===== src/rtl/jes_pkg.sv =====
package jes_pkg;
  timeunit 1ns; timeprecision 100ps;

  typedef enum logic [1:0] {
    CORR_NONE = 2'd0,
    CORR_SLOW = 2'd1,
    CORR_FAST = 2'd2
  } corr_e;

  // Usable depth for a selection code.
  function automatic int unsigned depth_of(input int unsigned sel, input int unsigned step);
    return step * (sel + 1);
  endfunction

  // Phase advance per clock, in 1/sub of a bit period per clock of the bit.
  function automatic int unsigned phase_inc(input corr_e c, input int unsigned sub);
    case (c)
      CORR_SLOW: return sub - 1;
      CORR_FAST: return sub + 1;
      default:   return sub;
    endcase
  endfunction

  function automatic logic near_low(input int unsigned fill, input int unsigned thr);
    return fill < thr;
  endfunction

  function automatic logic near_high(input int unsigned fill, input int unsigned depth,
                                     input int unsigned thr);
    return fill + thr > depth;
  endfunction
endpackage


===== src/rtl/jes_rate.sv =====
module jes_rate #(
  parameter int UI_CLKS = 8,
  parameter int SUB     = 16
) (
  input  logic          clk,
  input  logic          rst_n,
  input  jes_pkg::corr_e corr,
  output logic          tick
);
  timeunit 1ns; timeprecision 100ps;

  localparam int UI_TICKS = UI_CLKS * SUB;
  localparam int ACC_W    = $clog2(UI_TICKS + SUB + 2);

  logic [ACC_W-1:0] acc, acc_sum, inc;

  always_comb begin
    inc     = ACC_W'(jes_pkg::phase_inc(corr, SUB));
    acc_sum = acc + inc;
    tick    = (acc_sum >= ACC_W'(UI_TICKS));
  end

  always_ff @(posedge clk or negedge rst_n) begin
    if (!rst_n)    acc <= '0;
    else if (tick) acc <= acc_sum - ACC_W'(UI_TICKS);
    else           acc <= acc_sum;
  end
endmodule


===== src/rtl/jes_level.sv =====
module jes_level #(
  parameter int FILL_W = 8,
  parameter int THRESH = 4
) (
  input  logic              clk,
  input  logic              rst_n,
  input  logic              recentre_req,
  input  logic              wr_stb,
  input  logic              tick,
  input  logic              slip_clr,
  input  logic [FILL_W-1:0] depth,
  input  logic [FILL_W-1:0] half,
  output logic [FILL_W-1:0] fill,
  output logic              slip_flag,
  output logic              slip_evt,
  output logic              recentre,
  output logic              do_wr,
  output logic              do_rd,
  output logic              idle_rd,
  output jes_pkg::corr_e    corr
);
  timeunit 1ns; timeprecision 100ps;

  logic [FILL_W-1:0] stale;
  logic underflow, overflow;

  always_comb begin
    underflow = tick && (fill == '0);
    overflow  = wr_stb && !tick && (fill == depth);
    slip_evt  = (underflow || overflow) && !recentre_req;
    recentre  = recentre_req || slip_evt;
    do_wr     = wr_stb && !recentre;
    do_rd     = tick && !recentre;
    idle_rd   = recentre || (stale != '0);
    if (jes_pkg::near_low(32'(fill), THRESH))
      corr = jes_pkg::CORR_SLOW;
    else if (jes_pkg::near_high(32'(fill), 32'(depth), THRESH))
      corr = jes_pkg::CORR_FAST;
    else
      corr = jes_pkg::CORR_NONE;
  end

  always_ff @(posedge clk or negedge rst_n) begin
    if (!rst_n) begin
      fill      <= '0;
      stale     <= '0;
      slip_flag <= 1'b0;
    end else begin
      if (recentre) begin
        fill  <= half;
        stale <= half;
      end else begin
        fill <= fill + FILL_W'(do_wr) - FILL_W'(do_rd);
        if (do_rd && stale != '0) stale <= stale - 1'b1;
      end
      slip_flag <= slip_evt || (slip_flag && !slip_clr);
    end
  end
endmodule


===== src/rtl/jes_store.sv =====
module jes_store #(
  parameter int MAX_DEPTH = 128,
  parameter int PTR_W     = 7,
  parameter int FILL_W    = 8
) (
  input  logic              clk,
  input  logic              rst_n,
  input  logic              recentre,
  input  logic [FILL_W-1:0] depth,
  input  logic [FILL_W-1:0] half,
  input  logic              do_wr,
  input  logic              wr_bit,
  input  logic              do_rd,
  output logic              rd_data
);
  timeunit 1ns; timeprecision 100ps;

  logic [MAX_DEPTH-1:0] mem;
  logic [PTR_W-1:0]     wr_ptr, rd_ptr, last;

  function automatic logic [PTR_W-1:0] bump(input logic [PTR_W-1:0] p,
                                            input logic [PTR_W-1:0] lim);
    return (p == lim) ? '0 : p + 1'b1;
  endfunction

  assign last    = PTR_W'(depth - 1'b1);
  assign rd_data = mem[rd_ptr];

  always_ff @(posedge clk or negedge rst_n) begin
    if (!rst_n) begin
      wr_ptr <= '0;
      rd_ptr <= '0;
    end else if (recentre) begin
      wr_ptr <= '0;
      rd_ptr <= PTR_W'(half);
    end else begin
      if (do_wr) wr_ptr <= bump(wr_ptr, last);
      if (do_rd) rd_ptr <= bump(rd_ptr, last);
    end
  end

  always_ff @(posedge clk) begin
    if (do_wr) mem[wr_ptr] <= wr_bit;
  end
endmodule


===== src/rtl/jitter_elastic_store.sv =====
module jitter_elastic_store #(
  parameter int   DEPTH_STEP = 16,
  parameter int   SEL_W      = 3,
  parameter int   UI_CLKS    = 8,
  parameter int   SUB        = 16,
  parameter int   THRESH     = 4,
  parameter logic IDLE_BIT   = 1'b1,
  localparam int  MAX_DEPTH  = DEPTH_STEP * (1 << SEL_W),
  localparam int  FILL_W     = $clog2(MAX_DEPTH + 1),
  localparam int  PTR_W      = $clog2(MAX_DEPTH)
) (
  input  logic              clk,
  input  logic              rst_n,
  input  logic [SEL_W-1:0]  depth_sel,
  input  logic              centre_tgl,
  input  logic              wr_stb,
  input  logic              wr_bit,
  input  logic              slip_clr,
  output logic              rd_stb,
  output logic              rd_bit,
  output logic [FILL_W-1:0] fill_lvl,
  output logic              corr_active,
  output logic              slip_flag
);
  timeunit 1ns; timeprecision 100ps;

  logic [SEL_W-1:0]  sel_q;
  logic              centre_q, boot;
  logic [FILL_W-1:0] depth, half;
  logic              recentre_req, recentre, slip_evt, tick;
  logic              do_wr, do_rd, idle_rd, rd_data;
  jes_pkg::corr_e    corr;

  always_comb begin
    depth = FILL_W'(jes_pkg::depth_of(32'(depth_sel), DEPTH_STEP));
    half  = depth >> 1;
  end

  always_ff @(posedge clk or negedge rst_n) begin
    if (!rst_n) begin
      sel_q    <= '0;
      centre_q <= 1'b0;
      boot     <= 1'b1;
    end else begin
      sel_q    <= depth_sel;
      centre_q <= centre_tgl;
      boot     <= 1'b0;
    end
  end

  assign recentre_req = boot || (depth_sel != sel_q) || (centre_tgl != centre_q);
  assign corr_active  = (corr != jes_pkg::CORR_NONE);

  jes_rate #(.UI_CLKS(UI_CLKS), .SUB(SUB)) u_rate (
    .clk(clk), .rst_n(rst_n), .corr(corr), .tick(tick)
  );

  jes_level #(.FILL_W(FILL_W), .THRESH(THRESH)) u_level (
    .clk(clk), .rst_n(rst_n), .recentre_req(recentre_req), .wr_stb(wr_stb),
    .tick(tick), .slip_clr(slip_clr), .depth(depth), .half(half),
    .fill(fill_lvl), .slip_flag(slip_flag), .slip_evt(slip_evt),
    .recentre(recentre), .do_wr(do_wr), .do_rd(do_rd), .idle_rd(idle_rd),
    .corr(corr)
  );

  jes_store #(.MAX_DEPTH(MAX_DEPTH), .PTR_W(PTR_W), .FILL_W(FILL_W)) u_store (
    .clk(clk), .rst_n(rst_n), .recentre(recentre), .depth(depth), .half(half),
    .do_wr(do_wr), .wr_bit(wr_bit), .do_rd(do_rd), .rd_data(rd_data)
  );

  always_ff @(posedge clk or negedge rst_n) begin
    if (!rst_n) begin
      rd_stb <= 1'b0;
      rd_bit <= IDLE_BIT;
    end else begin
      rd_stb <= tick;
      if (tick) rd_bit <= idle_rd ? IDLE_BIT : rd_data;
    end
  end
endmodule


===== config.mk =====
export PLATFORM = sky130hd
export DESIGN_NAME = jitter_elastic_store
export DESIGN_NICKNAME = d
export VERILOG_FILES = /design/src/rtl/jes_pkg.sv /design/src/rtl/jes_rate.sv /design/src/rtl/jes_level.sv /design/src/rtl/jes_store.sv /design/src/rtl/jitter_elastic_store.sv
export SDC_FILE = /design/constraint.sdc
export NUM_CORES = 1
export LEC_CHECK = 0
export BUFFER_PORTS_ARGS = -buffer_cell sky130_fd_sc_hd__buf_2
export CORE_ASPECT_RATIO = 0.9
export CORE_MARGIN = 5
export CORE_UTILIZATION = 60
export DETAILED_ROUTE_END_ITERATION = 12
export HOLD_SLACK_MARGIN = 0.15
export PLACE_DENSITY_LB_ADDON = 0.2
export SYNTH_ARGS = -nofsm -noshare
export SYNTH_HDL_FRONTEND = slang
export SYNTH_SLANG_ARGS = --single-unit

===== constraint.sdc =====
create_clock -name clk -period 6.2 [get_ports clk]
set_clock_uncertainty 0.1 [all_clocks]
set_input_delay 0.62 -clock clk [delete_from_list [all_inputs] [get_ports clk]]
set_output_delay 0.62 -clock clk [all_outputs]
set_load 0.01 [all_outputs]

## Word-level counts from Yosys, hierarchy flattened

Cells that the tools add are included.

- Output and inout port bits: 12
- Logic and storage cells: 79
- Input bits: 9
- Flip-flop bits (word level): 174

- Equal/unequal tests: 7
- Add/sub/neg operators: 10
- $lt $le $gt $ge: 6
- Reductions and logical operators: 25
- Multiplexer cells: 19

Operators with widths:

| cell | number |
|---|---|
| bitwise mux 128 bit | 1 |
| two-way mux 7 bit | 6 |
| two-way mux 8 bit | 4 |
| < comparator 7 x 8 -> 1 bit (second input constant) | 2 |
| adder 7 x 1 -> 7 bit (second input constant) | 2 |
| equality test 7 bit | 2 |
| one-hot mux 5 bit (2 select lines) | 1 |
| adder 8 x 3 -> 9 bit (second input constant) | 1 |
| > comparator 9 x 8 -> 1 bit | 1 |
| logical AND 1 bit | 9 |
| adder 8 x 1 -> 8 bit | 1 |
| adder 8 x 5 -> 8 bit | 1 |
| equality test 8 bit | 1 |
| >= comparator 8 bit (second input constant) | 1 |
| logical NOT 8 bit | 1 |
| < comparator 8 x 3 -> 1 bit (second input constant) | 1 |
| nonzero test 2 bit | 4 |
| nonzero test 8 bit | 1 |
| subtractor 8 x 1 -> 8 bit | 1 |
| subtractor 8 x 1 -> 8 bit (second input constant) | 1 |
| subtractor 8 bit (second input constant) | 1 |
| binary-select mux 1 bit (select 7 bit) | 1 |
| demux 1 bit (select 7 bit) | 1 |
| >= comparator 7 x 1 -> 1 bit (second input constant) | 1 |
| 10 further kinds | 21 |

## Depth between registers and ports, before layout

- Word-level depth: 19
- Mapped depth: 30
- Depth with buffers taken out: 28

## Cells and area by module

From an unflattened synthesis, not the netlist that was laid out.

- Cell total of the unflattened synthesis: 817
- Area, all modules: 9471.6 µm²

Modules (own cells, without submodules):

| module | times used | area each (µm²) | sequential area each (µm²) | cells each |
|---|---|---|---|---|
| jes_store | 1 | 6940.4 | 4194.0 | 549 |
| jes_level | 1 | 1646.6 | 425.4 | 183 |
| jes_rate | 1 | 585.6 | 200.2 | 60 |
| jitter_elastic_store | 1 | 299.0 | 177.7 | 25 |

## Least setup slack after synthesis

No wires, ideal clock.

- Path kind: input to register
- From: input port depth_sel[0]
- To: register u_level.fill[6]
- Stages: 30
- Path slack: 0.581 ns
- Setup time: 0.133 ns
- Buffers on the path: 3
- Arrival time: 5.386 ns
- Data required time: 5.967 ns
- Cell sequence: ha_1 -> clkbuf_1 -> inv_1 -> ha_1 -> nor2b_1 -> o21ai_0 -> nand2b_1 -> a21oi_1 -> o21ai_0 -> ha_1 -> a21oi_1 -> nor4_1 -> nor4b_4 -> inv_2 -> mux2i_1 -> nand2b_1 -> clkbuf_1 -> buf_1 -> nor2_1 -> ha_1 -> inv_1 -> ha_1 -> fa_1 -> a21oi_1 -> o21bai_1 -> a21oi_1 -> o21bai_1 -> xor2_1 -> nand2_1 -> o21ai_0

- Cells in the longest elaborated chain, start to end: 19
- Elaborated cells between the ends (all ways): 27
- Those cells by class: 4 x add/sub; 2 x order compare; 4 x eq/ne; 4 x mux; 13 x reduce/logical

Ends and longest elaborated chain:

| what | RTL line | text |
|---|---|---|
| start, declared | jitter_elastic_store.sv:14 | `input logic [SEL_W-1:0] depth_sel,` |
| adder 3 x 1 -> 4 bit (*) | jes_pkg.sv:12 | `return step * (sel + 1);` |
| > comparator 9 x 8 -> 1 bit (*) | jes_pkg.sv:30 | `return fill + thr > depth;` |
| two-way mux 2 bit (*) | jes_level.sv:37 | `else if (jes_pkg::near_high(32'(fill), 32'(depth), THRESH))` |
| two-way mux 2 bit (*) | jes_level.sv:35 | `if (jes_pkg::near_low(32'(fill), THRESH))` |
| equality test 2 bit or equality test 2 x 1 -> 1 bit (tied branches) | jes_pkg.sv:17 | `case (c)` |
| one-hot mux 5 bit (2 select lines) (*) | jes_pkg.sv:17 |  |
| adder 8 x 5 -> 8 bit (*) | jes_rate.sv:19 | `acc_sum = acc + inc;` |
| >= comparator 8 bit (*) | jes_rate.sv:20 | `tick = (acc_sum >= ACC_W'(UI_TICKS));` |
| named net tick | jitter_elastic_store.sv:30 | `logic recentre_req, recentre, slip_evt, tick;` |
| [3 not listed] | - |  |
| logical OR 1 bit | jes_level.sv:30 | `slip_evt = (underflow \|\| overflow) && !recentre_req;` |
| logical AND 1 bit | jes_level.sv:30 |  |
| logical OR 1 bit | jes_level.sv:31 | `recentre = recentre_req \|\| slip_evt;` |
| logical NOT 1 bit | jes_level.sv:32, jes_level.sv:33 |  |
| logical AND 1 bit | jes_level.sv:32 | `do_wr = wr_stb && !recentre;` |
| adder 8 x 1 -> 8 bit | jes_level.sv:53 | `fill <= fill + FILL_W'(do_wr) - FILL_W'(do_rd);` |
| subtractor 8 x 1 -> 8 bit | jes_level.sv:53 |  |
| two-way mux 8 bit (*) | jes_level.sv:49 | `if (recentre) begin` |
| end signal, assigned | jes_level.sv:50 | `fill <= half;` |
| end signal, assigned | jes_level.sv:53 |  |
| end, declared | jes_level.sv:13 | `output logic [FILL_W-1:0] fill,` |

Mark *: on every way through the listed nets, which the timed path passes. The rest lies on a longest branch.
A chain may end at the register's enable or synchronous reset.

## Final worst setup path

- From: register u_level.fill[4]
- To: register u_level.fill[6]

- Cells in the longest elaborated chain, start to end: 19
- Elaborated cells between the ends (all ways): 25
- Those cells by class: 4 x add/sub; 3 x order compare; 3 x eq/ne; 4 x mux; 11 x reduce/logical

Ends and longest elaborated chain:

| what | RTL line |
|---|---|
| adder 8 x 3 -> 9 bit | jes_pkg.sv:30 |
| > comparator 9 x 8 -> 1 bit | jes_pkg.sv:30 |
| two-way mux 2 bit | jes_level.sv:37 |
| two-way mux 2 bit (*) | jes_level.sv:35 |
| equality test 2 bit or equality test 2 x 1 -> 1 bit (tied branches) | jes_pkg.sv:17 |
| one-hot mux 5 bit (2 select lines) (*) | jes_pkg.sv:17 |
| adder 8 x 5 -> 8 bit (*) | jes_rate.sv:19 |
| >= comparator 8 bit (*) | jes_rate.sv:20 |
| named net tick | jitter_elastic_store.sv:30 |
| [3 not listed] | - |
| logical OR 1 bit | jes_level.sv:30 |
| logical AND 1 bit | jes_level.sv:30 |
| logical OR 1 bit | jes_level.sv:31 |
| logical NOT 1 bit | jes_level.sv:32, jes_level.sv:33 |
| logical AND 1 bit | jes_level.sv:32 |
| adder 8 x 1 -> 8 bit | jes_level.sv:53 |
| subtractor 8 x 1 -> 8 bit | jes_level.sv:53 |
| two-way mux 8 bit (*) | jes_level.sv:49 |

Marked as above.

==> out/metrics.yaml <==
outcome: "complete, no violations"
post-route-period-util_pct: 85.2
p_clk_share_pct: 38.7
initial_core_util_pct: 60.7
grt_setup_unrepaired: "false"
synth.area.top_cells: "edfxtp_1, dfrtp_1, mux4_2"
cts_hold_buf: 0
gp_congestion: 0.872
diodes: 0
drv_cap: 0
dp_worst_setup_slack_ps: 563
num-nets-final: 754
gr-usage-all-layers_pct: 22.2
seq_power_share_pct: 48.3
slew_headroom_pct: 27.7
synthFlopType: "edfxtp_1"
max_stage_delay_ps: 510
synthDistinctLibCells: 55
antenna_found_initial: 0
wl_per_cell_um: 20.1
tightest_slew_ps: 1080
grt_max_degree: 129
drive_gt1_share_pct: 15.5
syn_area_per_cell_um2: 12.4
drt-initial-drc-count: 648
r2r-end: "u_level.fill[6]"
grt_pass1_vias: 5659
dp_hpwl_mm: 11.4
cts-htree-levels: 4
leakage_nw: 3.19
critPathMaxFanout: 7
regToRegStartpoint: "u_level.fill[4]"
num_rows: 42
cts_setup_buffers: 0
ant_nets: 0
crit_top_cell: "ha_1"
switching_share_pct: 26.1
viasPerCell: 6.19
p_switching_mw: 0.720
whs_endpoint: "centre_q"
reg2reg_depth: 28
synthArstFlopShare_pct: 26.4
drt_first_pass_iters: 5
cts_tree: "done"
fin_crit_ps: 5280
clk_path_buf_depth: 2
holdPathStages: 1
synthesis.area_mm2: 0.00890
startpoint_type: "register"
worstSkewPairLatency_ps: 440
maxSlewViolCount: 0
syn_to_final_growth_pct: 7.85
hp-start: "centre_tgl"
grt_pass1_wl_mm: 30.5
clock-sinks: 174
vias: 5698
clkTransAtPathRegs_ps: 70
grt_overflow: 0
dieWidth_um: 138
synth.yosys.seq_area_share_pct: 56.1
yosysWarningCount: 0
setup_viol: 0
hold_viol: 0
syn_inst: 717
yosys.area.top_type: "edfxtp_1"
synth_edf_count: 128
io_pins: 21
io_buffer_count: 20
dieHeight_um: 126
core-area_mm2: 0.0147
synth_top_area_share_pct: 43.2
dieArea_mm2: 0.0174
setup_tns_ps: 0
powerDensity_mw_per_mm2: 287
crit_type: "reg2reg"
ctsRootBufferMaster: "clkbuf_16"
r2r_slack_ps: 920
post_cts_resize_count: 0
critPathRequiredTime_ps: 6400
cts_buffers: 17
pwr-share-comb_pct: 13.0
internal_power_mw: 2.04
worst_slack_ps: 915
wl_mm: 18.5
ir_drop_mv: 0.201
ys_ff_latch: 174
crit_path_top_delay_cell: "dfrtp_1"
hp-class: "in2reg"
max_freq_ghz: 0.189
arrival_ps: 5480
drcViolationCount: 0
end_kind: "register"
## flip-flops by register name, indices dropped and copies added (netlist names)
| signal | cells |
|---|---|
| boot | 1 |
| centre_q | 1 |
| rd_bit | 1 |
| rd_stb | 1 |
| sel_q | 3 |
| u_level.fill | 8 |
| u_level.slip_flag | 1 |
| u_level.stale | 8 |
| u_rate.acc | 8 |
| u_store.mem | 128 |
| u_store.rd_ptr | 7 |
| u_store.wr_ptr | 7 |
## through the flow
step                      instances  area (µm²)  total power, mW  utilization [%]  hold slack [ps]
after global routing            921        9600             2.87             65.5              214
after floorplan                 718        8910             1.62                -              224
after global placement          890        9020             1.69             61.5              369
final                           921        9600             2.76             65.5              219
after CTS                       921        9600             2.77             65.5              204
after detailed placement        890        9020             1.71             61.5              371
## how the worst max path moves through the flow
stage | from | endpoint | slack (ps) | cells past startpoint
3_5_place_dp | depth_sel[0] | u_level.fill[6] | 560 | 28
2_1_floorplan | depth_sel[0] | u_level.fill[6] | 580 | 30
6_report | u_level.fill[4] | u_level.fill[6] | 920 | 28
3_3_place_gp | depth_sel[0] | u_level.fill[6] | 770 | 28
4_1_cts | u_level.fill[4] | u_level.fill[6] | 950 | 28
5_1_grt | u_level.fill[4] | u_level.fill[6] | 400 | 28
## final cells by class
cell class | count | area (µm²)
Fill cell | 1061 | 5060
Clock buffer | 17 | 425
Multi-Input combinational cell | 466 | 3520
Timing Repair Buffer | 29 | 168
Clock inverter | 14 | 160
Tap cell | 198 | 248
Inverter | 23 | 86.3
Sequential cell | 174 | 5000
## worst max-delay path: cells and delay by family, from the launching register on
kind | cells | cell delay (ps)
adders and majority gates | 6 | 1670
buffers and inverters | 2 | 170
and+or+nand+nor | 8 | 960
xor gates and xnor gates | 2 | 270
AOI/OAI and AO/OA | 9 | 1290
muxes | 1 | 170
DFF | 1 | 510
## power groups by stage
stage,combinational [mW],clock [mW],sequential [mW]
after floorplan,0.274,0,1.34
after global placement,0.339,0,1.35
after detailed placement,0.356,0,1.36
after CTS,0.357,1.08,1.33
after global routing,0.400,1.14,1.34
final,0.358,1.07,1.33
## cell usage in the layout, fill, tap and decap left out, types with 4 or more instances in the layout
| cell | n |
|---|---|
| nor3_1 | 129 |
| edfxtp_1 | 128 |
| dfrtp_1 | 43 |
| nor2_1 | 42 |
| mux4_2 | 33 |
| ha_1 | 32 |
| nand2_1 | 31 |
| a21oi_1 | 24 |
| inv_1 | 22 |
| nand3_1 | 21 |
| buf_2 | 20 |
| xnor2_1 | 19 |
| clkbuf_16 | 17 |
| xor2_1 | 16 |
| o21ai_0 | 13 |
| mux2i_1 | 12 |
| buf_4 | 9 |
| nor2b_1 | 8 |
| a31oi_1 | 8 |
| nand2b_1 | 7 |
| nand3b_1 | 6 |
| nor4_1 | 5 |
| nor3_2 | 5 |
| mux2_2 | 5 |
| inv_6 | 4 |
## cell families after synthesis
group           Yosys count  synth area share, %
other cells               1               0.0421
compound gates           67                 4.55
fa+ha+maj                34                 4.95
simple gates            278                 16.1
mux                      50                 10.3
flops                   174                 56.1
buf+inv                  78                 4.47
xor+xnor                 35                 3.44
## synth_stat cells, types with 2 or more instances
cell	count
a211oi_1	3
nor2b_1	8
nand4_1	2
buf_2	6
buf_4	2
or3b_2	2
dfstp_2	2
nor3_2	5
nor3b_1	2
and3_1	3
nand4b_1	3
a21oi_1	24
nor2_1	42
and2_1	3
or3_1	3
nand3_1	21
a31oi_1	8
edfxtp_1	128
o31ai_1	2
buf_6	12
xor2_1	16
o21bai_1	3
o21ai_0	13
buf_1	7
o211ai_1	3
nor4_1	5
nor3_1	129
mux2i_1	12
inv_1	22
mux2_2	5
dfrtp_1	44
or4_1	2
ha_1	32
nand2_1	31
o22ai_1	3
mux4_2	33
clkbuf_1	28
nand2b_1	7
fa_1	2
nand3b_1	6
xnor2_1	19
## routing by layer
| metal | vias up | share of wire, % | global-route usage (%) |
|---|---|---|---|
| li1 | 2671 | - | - |
| met1 | 2837 | 45 | 32.6 |
| met2 | 169 | 48 | 33.9 |
| met3 | 21 | 5.7 | 4.35 |
| met4 | 0 | 1.1 | 7.32 |
| met5 | - | 0 | 0 |
Power figures use the tool's default switching activity.
